## config.mk

```make
export PLATFORM = sky130hd
export DESIGN_NAME = port_bscan_reg
export DESIGN_NICKNAME = d
export VERILOG_FILES = /design/src/rtl/bsr_pkg.sv /design/src/rtl/bsr_cell.sv /design/src/rtl/bsr_pin_mux.sv /design/src/rtl/port_bscan_reg.sv
export SDC_FILE = /design/constraint.sdc
export NUM_CORES = 1
export LEC_CHECK = 0
export ABC_AREA = 1
export BUFFER_PORTS_ARGS = -buffer_cell sky130_fd_sc_hd__buf_2
export CORE_ASPECT_RATIO = 0.75
export CORE_UTILIZATION = 45
export DETAILED_ROUTE_END_ITERATION = 16
export HOLD_SLACK_MARGIN = 0.06
export PLACE_DENSITY = 0.7
export SYNTH_ARGS = -nofsm -noshare
export SYNTH_HDL_FRONTEND = slang
export SYNTH_SLANG_ARGS = --single-unit
```

## constraint.sdc

```tcl
create_clock -name clk -period 2.9 [get_ports clk]
set_clock_uncertainty 0.05 [all_clocks]
set_input_delay 0.145 -clock clk [delete_from_list [all_inputs] [get_ports clk]]
set_output_delay 0.145 -clock clk [all_outputs]
set_load 0.1 [all_outputs]
```

## src/rtl/bsr_pkg.sv

```systemverilog
package bsr_pkg;

    typedef enum logic [1:0] {
        INSTR_NONE_LO = 2'b00,
        INSTR_SAMPLE  = 2'b01,
        INSTR_EXTEST  = 2'b10,
        INSTR_NONE_HI = 2'b11
    } bsr_instr_e;

    typedef struct packed {
        logic sh;
        logic up;
    } bsr_cell_t;

endpackage

```

## src/rtl/bsr_cell.sv

```systemverilog
module bsr_cell
    import bsr_pkg::*;
(
    input  logic clk,
    input  logic rst_n,
    input  logic cap_en,
    input  logic shift_en,
    input  logic upd_en,
    input  logic cap_val,
    input  logic ser_in,
    output logic ser_out,
    output logic upd_val
);

    bsr_cell_t cell_d, cell_q;

    always_comb begin
        cell_d = cell_q;
        if (cap_en) begin
            cell_d.sh = cap_val;
        end else if (shift_en) begin
            cell_d.sh = ser_in;
        end
        if (upd_en) begin
            cell_d.up = cell_q.sh;
        end
    end

    always_ff @(posedge clk or negedge rst_n) begin
        if (!rst_n) begin
            cell_q <= '0;
        end else begin
            cell_q <= cell_d;
        end
    end

    assign ser_out = cell_q.sh;
    assign upd_val = cell_q.up;

endmodule

```

## src/rtl/bsr_pin_mux.sv

```systemverilog
module bsr_pin_mux (
    input  logic ext_sel,
    input  logic core_oe_i,
    input  logic core_out_i,
    input  logic upd_oe_i,
    input  logic upd_out_i,
    input  logic pad_in_i,
    output logic pad_oe_o,
    output logic pad_out_o,
    output logic core_in_o
);

    always_comb begin
        if (ext_sel) begin
            pad_oe_o  = upd_oe_i;
            pad_out_o = upd_out_i;
            core_in_o = 1'b1;
        end else begin
            pad_oe_o  = core_oe_i;
            pad_out_o = core_out_i;
            core_in_o = pad_in_i;
        end
    end

endmodule

```

## src/rtl/port_bscan_reg.sv

```systemverilog
module port_bscan_reg
    import bsr_pkg::*;
#(
    parameter int NUM_PINS = 8
) (
    input  logic                clk,
    input  logic                rst_n,
    input  logic [1:0]          instr,
    input  logic                capture_en,
    input  logic                shift_en,
    input  logic                update_en,
    input  logic                tdi,
    output logic                tdo,
    input  logic [NUM_PINS-1:0] core_oe,
    input  logic [NUM_PINS-1:0] core_out,
    input  logic                core_pullup_en,
    output logic [NUM_PINS-1:0] core_in,
    input  logic [NUM_PINS-1:0] pin_in,
    output logic [NUM_PINS-1:0] pin_oe,
    output logic [NUM_PINS-1:0] pin_out,
    output logic                pin_pullup_en
);

    localparam int CHAIN_LEN = 2 * NUM_PINS + 1;
    localparam int PU_POS    = 2 * NUM_PINS;

    logic                 ext_sel;
    logic                 scan_sel;
    logic                 cap_gated;
    logic                 upd_gated;
    logic [CHAIN_LEN-1:0] chain_q;
    logic [CHAIN_LEN-1:0] upd_q;
    logic [CHAIN_LEN-1:0] cap_vec;
    logic [CHAIN_LEN-1:0] ser_in_vec;

    assign ext_sel   = (instr == INSTR_EXTEST);
    assign scan_sel  = ext_sel || (instr == INSTR_SAMPLE);
    assign cap_gated = capture_en && scan_sel;
    assign upd_gated = update_en && scan_sel;

    assign ser_in_vec = {tdi, chain_q[CHAIN_LEN-1:1]};
    assign tdo        = chain_q[0];

    // capture sources: even = enable from core, odd = level at pad
    generate
        for (genvar k = 0; k < NUM_PINS; k++) begin : g_cap
            assign cap_vec[2*k]   = core_oe[k];
            assign cap_vec[2*k+1] = pin_in[k];
        end
    endgenerate
    assign cap_vec[PU_POS] = core_pullup_en;

    generate
        for (genvar i = 0; i < CHAIN_LEN; i++) begin : g_cell
            bsr_cell u_cell (
                .clk      (clk),
                .rst_n    (rst_n),
                .cap_en   (cap_gated),
                .shift_en (shift_en),
                .upd_en   (upd_gated),
                .cap_val  (cap_vec[i]),
                .ser_in   (ser_in_vec[i]),
                .ser_out  (chain_q[i]),
                .upd_val  (upd_q[i])
            );
        end
    endgenerate

    generate
        for (genvar k = 0; k < NUM_PINS; k++) begin : g_pin
            bsr_pin_mux u_mux (
                .ext_sel    (ext_sel),
                .core_oe_i  (core_oe[k]),
                .core_out_i (core_out[k]),
                .upd_oe_i   (upd_q[2*k]),
                .upd_out_i  (upd_q[2*k+1]),
                .pad_in_i   (pin_in[k]),
                .pad_oe_o   (pin_oe[k]),
                .pad_out_o  (pin_out[k]),
                .core_in_o  (core_in[k])
            );
        end
    endgenerate

    assign pin_pullup_en = ext_sel ? upd_q[PU_POS] : core_pullup_en;

endmodule

```

## After elaboration in Yosys (flattened, before gate mapping)

Index checks and enable logic that the tools add are counted.
Widths: inputs -> output; s select.

- Input port bits: 33
- Flip-flop bits (word level): 34
- Logic and storage cells: 99
- Output and inout port bits: 26

- Equality and inequality tests: 2
- Multiplexer cells: 59
- Reduce and logical (&&, ||, !) cells: 4

Operator list:

| cell | number |
|---|---|
| $mux 1 | 59 |
| $eq 2x1->1 const B | 1 |
| $eq 2x2->1 const B | 1 |
| $logic_and 1x1->1 | 2 |
| $reduce_bool 2->1 | 1 |
| $logic_or 1x1->1 | 1 |

## Logic depth before layout (Yosys ltp)

Gate-level depths: netlist of the first run.

- Depth after elaboration: 4
- Mapped depth: 8
- Mapped depth without buffers: 7

## Cells and area by module

A second synthesis of the first run with hierarchy kept.

- Cells, all modules: 295
- Area, all modules: 1,901.8 sq um

Modules (own cells, without submodules):

| module | area an instance (sq um) | instances | cells an instance | seq. area each (sq um) |
|---|---|---|---|---|
| bsr_cell | 93.8 | 17 | 13 | 50.0 |
| bsr_pin_mux | 32.5 | 8 | 8 | 0.0 |
| port_bscan_reg | 46.3 | 1 | 10 | 0.0 |

## Worst setup path before layout of the first run

OpenSTA, ideal clock, no wires.

- Path type: input -> output
- From: input port instr[0]
- To: output port pin_pullup_en
- Data arrival time: 2,626 ps
- Stages on the path: 4
- Required time: 2,705 ps
- Path slack: 79 ps
- Path buffers: 1
- Cells stage by stage: inv_1 -> ha_1 -> clkbuf_2 -> o21ai_0

- Cells in the longest elaborated chain, start to end: 2

Ends and longest elaborated chain:

| item | RTL line | source |
|---|---|---|
| from (decl) | port_bscan_reg.sv:8 | `input logic [1:0] instr,` |
| $eq 2x2->1 | port_bscan_reg.sv:36 | `assign ext_sel = (instr == INSTR_EXTEST);` |
| $mux 1 | port_bscan_reg.sv:85 | `assign pin_pullup_en = ext_sel ? upd_q[PU_POS] : core_pullup_en;` |
| to (decl) | port_bscan_reg.sv:21 | `output logic pin_pullup_en` |

No other way between the ends.

## Worst setup path in the final report of the first run

- From: input port instr[0]
- To: output port pin_oe[7]

- Cells in the longest elaborated chain, start to end: 2

Ends and longest elaborated chain:

| item | RTL line | source |
|---|---|---|
| $eq 2x2->1 | port_bscan_reg.sv:36 |  |
| $mux 1 | bsr_pin_mux.sv:14 | `if (ext_sel) begin` |
| to (decl) | port_bscan_reg.sv:19 | `output logic [NUM_PINS-1:0] pin_oe,` |

No other way between the ends.

==> results of run 1 <==
## cells in the final DEF (no fill, tap or decap)
master,count
inv_2,3
nand2_2,1
o21ai_0,8
nand2_4,1
dlygate4sd3_1,1
dfrtp_1,34
buf_4,1
clkinv_2,1
nand3_1,51
inv_1,18
ha_1,2
clkbuf_1,1
clkbuf_8,6
nand2_1,143
buf_2,58
o21ai_1,1
## worst reg2reg max path, stage by stage (launching register included)
cell and delay, ps:
dfrtp_1 410, nand2_1 70, nand2_1 60, nand2_1 80, nand2_1 50
## metrics by stage
step                hold WS (ps)  setup WS [ps]  instance area [µm²]
finish                      97.0           1240                 2280
global route                 103           1140                 2280
CTS                         96.1           1240                 2280
detailed placement           208           1250                 2180
global placement             199           1280                 2180
floorplan                   -201           79.1                 2130
## metal layers
layer  part of all wire  up-vias
li1                   -      967
met1               0.54      786
met2               0.38       60
met3              0.061        6
met4              0.015        0
met5                  0        -
## worst paths after layout
kind                                                           start                               endpoint  slack [ps]  depth (start not counted)
max in group asynchronous                                      rst_n  g_cell[10].u_cell.ser_out$_DFFE_PN0P_        1890                          2
worst max register to register  g_cell[5].u_cell.ser_out$_DFFE_PN0P_   g_cell[4].u_cell.ser_out$_DFFE_PN0P_        2080                          4
min in group asynchronous                                      rst_n   g_cell[3].u_cell.upd_val$_DFFE_PN0P_         420                          2
worst min register to register  g_cell[3].u_cell.upd_val$_DFFE_PN0P_   g_cell[3].u_cell.upd_val$_DFFE_PN0P_         430                          2
worst min-delay path                                       pin_in[1]   g_cell[3].u_cell.ser_out$_DFFE_PN0P_         100                          5
worst max-delay path                                        instr[0]                              pin_oe[7]        1240                          6
## report_power, final
group          switching, mW  internal [mW]  leakage, nW
Clock                  0.170          0.191       0.0482
Combinational          0.431          0.121        0.908
Sequential            0.0739          0.576        0.410
Total                  0.675          0.888         1.37
## cell usage after synthesis
| library cell | number |
|---|---|
| buf_6 | 4 |
| nand2_4 | 1 |
| dfrtp_1 | 34 |
| inv_2 | 3 |
| o21ai_1 | 1 |
| nand3_1 | 51 |
| clkbuf_2 | 1 |
| nand2_1 | 143 |
| buf_4 | 34 |
| o21ai_0 | 8 |
| buf_2 | 3 |
| inv_1 | 18 |
| nand2_2 | 1 |
| ha_1 | 2 |
## kinds of logic (layout without fill, tap and decap cells)
family                     Yosys count  count (layout)  synth area share
buffers and inverters               63              89             0.187
and+or+nand+nor                    196             196             0.380
AOI/OAI and AO/OA                    9               9            0.0212
DFF                                 34              34             0.400
adders and majority gates            2               2            0.0117
## registers in the layout, summed over array words and instances (netlist names)
name / count
g_cell.u_cell.ser_out: 17
g_cell.u_cell.upd_val: 17
## layout make-up
type / instances / area [µm²]
inverters: 21 / 78.8
flip-flops and latches: 34 / 851
clock buffers: 7 / 86.3
repair buffers: 60 / 308
fillers: 461 / 2210
well taps: 57 / 71.3
clock inverters: 1 / 5.00
multi-input cells: 207 / 880
==> reports/metrics.csv, run 1 <==
metric,value,unit
placement.io_buffers,58,
cts_made_buffers,5,
clk_pin_slew_worst_paths,70,ps
ant_nets,0,
end_kind,primary output,
cts_resized,0,
syn_area,0.00213,mm²
slowest_delay,510,ps
yosysTopAreaCell,dfrtp_1,
io_pins,59,
ctsHtreeMaxLevel,2,
grt_busiest_layer,met1,
grt_max_degree,35,
grt-ovfl-total,0,
path_buf_inv,3,
synthesis.nets,339,
core,0.00449,mm²
antenna_cells,0,
period_share,0.574,
vdd_drop_max,0.000258,V
drt-pass1-iter-count,4,
status,"finished, final reports clean",
grt_pass1_vias,1352,
grt_use_met1,0.294,
cp.arrival,1470,ps
dieWidth,81.4,µm
dp_hpwl,3.04,mm
ys_warn_count,0,
cp_max_fo,18,
synth_cell_types,14,
p_leak,1.37,nW
cts_setup_buffers,0,
syn_avg_cell_area,7.01,µm²
wl_per_cell,11.4,µm
die_h,61.6,µm
layout.nets,364,
slew_violations,0,
min_period,1660,ps
drtIter0Drc,104,
gp_congestion,0.753,
path_cells,buf_2 -> inv_1 -> ha_1 -> nand2_1 -> o21ai_0 -> buf_2,
ys_ff_latch,34,
cap_violations,0,
syn2layout_area_growth,7.05,%
p_per_area,686,mW/mm²
routed_wl,4.41,mm
startpoint_type,input port,
gr-usage-met2,0.240,
grt_pass1_wl,6.76,mm
cts_hold_buf,1,
ys_top_cells_by_area,"dfrtp_1 40%, nand2_1 25%, nand3_1 12%, buf_4 12%, inv_1 3.2%",
cp_common_cell,buf_2,
fmax,601,MHz
design.die.area,0.00501,mm²
setup_viol,0,
hold_violations,0,
relSlewSlack,0.492,
final_util,0.507,
clockBufferDepth,2,
start_util,0.474,
rsz0062_at_grt,no,
cp_top_family,buffers and inverters,
root_buffer,clkbuf_8,
cts_num_sinks,34,
clock_latency,290,ps
setup_tns,0,ps
cp.required,2710,ps
via_per_inst,4.70,
total_power,1.56,mW
synth_cells,304,
antenna_found_initial,0,
met3_usage,0.0504,
dp.cells,378,
yosysTopAreaCellShare,0.400,
dr_total_vias,1819,
hp-class,input port to flop,
rows,21,
slowest_stage,ha_1,
drive_above_1_share,0.215,
gr-usage-all-layers,0.188,
synth_seq_area_share,0.400,
remaining_drc_errors,0,
cts_tree,yes,
worst-setup-path-type,input port to primary output,
tightest_slew,762,ps
fin_cells,387,
Power figures use the tool's default switching activity.
==> run 2: changes to the inputs <==
Settings changed: ABC_AREA 1 to 0, PLACE_DENSITY 0.7 to 0.71.
Clock period 2.9 ns to 1.7 ns, I/O delays scaled along.
==> run 2 against run 1 <==
Effect of this change: first-iteration DRC count decreased by 70%; sequential cell count unchanged; critical path depth decreased by 2; clock-buffer cell count unchanged; combinational power increased to 2.6 times the previous value; synthesized cell count decreased by 51%; sequential share of layout area decreased by 4.2 points; core utilization increased by 11 points; wire length decreased by 15%; clock power increased by 67%; register-to-register slack got worse by 1500 ps; non-clock buffer count increased by 21; highest routed layer unchanged.
==> reports/metrics.csv, run 2 <==
metric,value,unit,change
path_cells,dlygate4sd3_1 -> buf_2 -> mux2_2 -> buf_2,,
min_period,1430,ps,
yosysTopAreaCell,dfrtp_1,,
antenna_found_initial,0,,unchanged
io_pins,59,,unchanged
synth_seq_area_share,0.418,,+0.0187
hp-class,input port to flop,,
syn2layout_area_growth,26.4,%,
synth_flop_cell,dfrtp_1,,
min-delay-start,tdi,,
status,"finished, final reports clean",,
setup_tns,0,ps,unchanged
dr_total_vias,1252,,-31%
r2r_setup_slack,590,ps,-1490 ps
placement.io_buffers,58,,unchanged
met3_usage,0.0489,,-0.00152
path_buf_inv,3,,unchanged
internal_power,1.98,mW,+120%
reg2reg_depth,2,,-2
clock_latency,280,ps,about the same
antenna_cells,0,,unchanged
dp_hpwl,2.62,mm,-14%
p_sw,1.30,mW,+93%
final_cell_mix,"50 x buf_2, 48 x mux2_2, 34 x dfrtp_1",,
min_to,g_cell[16].u_cell.ser_out$_DFFE_PN0P_,,
core,0.00418,mm²,-7.0%
end_kind,primary output,,
pwr-share-seq,0.376,,-0.040
hold_violations,0,,unchanged
routed_wl,3.76,mm,-15%
p_sw_frac,0.397,,-0.0348
via_per_inst,4.83,,+2.8%
rows,20,,-4.8%
synth_top_cells_by_count,"48 x mux2_2, 34 x dfrtp_1, 26 x buf_4",,
p_per_area,1280,mW/mm²,+86%
grt_pass1_wl,6.14,mm,-9.1%
drt-pass1-iter-count,4,,unchanged
startpoint_type,input port,,
synth.mux.area_fraction,0.413,,+0.413
relSlewSlack,0.514,,+0.0223
cts_resized,0,,unchanged
synthXorXnorAreaFrac,0,,unchanged
rr_endpoint,g_cell[4].u_cell.ser_out$_DFFE_PN0P_,,
cts_made_buffers,5,,unchanged
yosysTopAreaCellShare,0.418,,+0.0187
remaining_drc_errors,0,,unchanged
synthesis.nets,183,,-46%
clockBufferDepth,2,,unchanged
share_clk_of_total_power,0.184,,-0.047
ctsHtreeMaxLevel,2,,unchanged
synth_edf_count,0,,unchanged
dp.cells,233,,-38%
fin_cells,259,,-33%
share_comb_of_total_power,0.440,,+0.087
drive_above_1_share,0.716,,+0.501
min_path_cells,3,,-2
gr-usage-met2,0.289,,+0.0489
fmax,698,MHz,
layout_commonest_cell,buf_2,,
cap_violations,0,,unchanged
r2r-start,g_cell[5].u_cell.ser_out$_DFFE_PN0P_,,
grt_busiest_layer,met2,,
clk_pin_slew_worst_paths,60,ps,about the same
period_share,0.843,,
synth_cells,148,,-51%
slowest_stage,dlygate4sd3_1,,
tightest_slew,729,ps,-33.4 ps
root_buffer,clkbuf_8,,
layout.nets,238,,-35%
yosysMostFrequentCell,mux2_2,,
ys_ff_latch,34,,unchanged
fill_cells,335,,-27%
synthSimpleGateAreaFrac,0.0308,,-0.349
start_util,0.487,,+0.0129
async_reset_ff_frac,1.00,,unchanged
cts_setup_buffers,0,,unchanged
synth_top_family_by_area,multiplexers,,
grt_max_degree,35,,unchanged
crit_start,core_oe[0],,
ys_top_cells_by_area,"dfrtp_1 42%, mux2_2 27%, mux2_4 15%, buf_4 9.6%, or2_2 2.5%",,
die_h,60.2,µm,-2.2%
synth_compound_area_frac,0,,-0.0212
rsz0062_at_grt,no,,
grt_pass1_vias,1283,,-5.1%
wl_per_cell,14.5,µm,+27%
cts_tree,yes,,
syn_avg_cell_area,13.7,µm²,+96%
cp_max_fo,2,,-16
cts_num_sinks,34,,unchanged
cp.required,1560,ps,-1150 ps
synth-adder-area-share,0.0123,,+0.000549
worst-setup-path-type,input port to primary output,,
gp_congestion,0.755,,+0.29%
vdd_drop_max,0.000614,V,+140%
grt-ovfl-total,0,,unchanged
design.die.area,0.00480,mm²,-4.3%
drtIter0Drc,31,,-70%
cp_top_family,buffers and inverters,,
slew_violations,0,,unchanged
synth_cell_types,12,,-2
grt_use_met1,0.217,,-0.0768
p_leak,1.23,nW,-10%
dieWidth,79.6,µm,-2.2%
ys_warn_count,0,,unchanged
syn_area,0.00203,mm²,-4.5%
gr-usage-all-layers,0.176,,-0.0123
ant_nets,0,,unchanged
slowest_delay,540,ps,+30 ps
cp_common_cell,buf_2,,
cp.arrival,1300,ps,-170 ps
setup_viol,0,,unchanged
-- run 2: changes by cell type after synthesis, sizes merged --
cell,change
nand2,-145
o21ai,-9
buf,-8
or2,+8
clkbuf,-1
inv,-20
mux2,+68
nand2b,+1
nand3,-51
nor2b,+1
-- run 2: area by class of cell --
cell class | instances | area (µm²) | share of cell area
multi-input cells | 80 | 928 | 0.361
inverters | 1 | 3.75 | 0.00146
clock buffers | 7 | 86.3 | 0.0336
repair buffers | 81 | 628 | 0.244
clock inverters | 1 | 5.00 | 0.00195
flip-flops and latches | 34 | 851 | 0.331
well taps | 55 | 68.8 | 0.0268
-- run 2: worst register-to-register path: cells and delay by family, from the launching register on --
kind,cells,cell delay [ps]
flip-flops,1,410
multiplexers,2,530
-- run 2: worst max-delay path by stage --
stage / endpoint / cells after the start / slack (ps)
3_5_place_dp: g_cell[3].u_cell.upd_val$_DFFE_PN0P_ / 6 / 250
2_1_floorplan: g_cell[0].u_cell.ser_out$_DFFE_PN0P_ / 2 / 140
3_3_place_gp: g_cell[6].u_cell.upd_val$_DFFE_PN0P_ / 6 / 290
5_1_grt: pin_oe[7] / 4 / 230
4_1_cts: pin_pullup_en / 4 / 270
6_report: pin_oe[0] / 4 / 270
-- run 2: cell families after synthesis --
logic type	count (synthesis)
AND/OR/NAND/NOR	10
multiplexers	68
flip-flops	34
buffers and inverters	34
adder cells (fa/ha/maj)	2
-- run 2: power groups by stage --
| stage | sequential, mW | clock, mW | combinational, mW |
|---|---|---|---|
| after floorplan | 1.23 | 0 | 1.25 |
| after global placement | 1.23 | 0 | 1.39 |
| after detailed placement | 1.25 | 0 | 1.42 |
| after CTS | 1.23 | 0.622 | 1.46 |
| after global routing | 1.27 | 0.650 | 1.52 |
| final | 1.23 | 0.605 | 1.44 |
-- run 2: routing by layer --
metal / part of all wire / vias up
met5: 0 / -
met4: 0.014 / 0
met3: 0.042 / 7
li1: - / 593
met1: 0.44 / 624
met2: 0.50 / 28
-- run 2: through the flow --
stage	setup WS, ps	power, mW	cell area [µm²]	hold slack [ps]	utilization
2_1_floorplan	135	2.48	2030	-261	-
3_3_place_gp	287	2.62	2300	130	0.550
3_5_place_dp	246	2.67	2300	133	0.550
4_1_cts	274	3.31	2570	112	0.615
5_1_grt	233	3.44	2570	121	0.615
6_report	267	3.28	2570	120	0.615
-- run 2: repair_timing --
item,CTS,global route
hold buffers,18,0
setup endpoints to repair,0,0
endpoints found under the hold margin,51,0
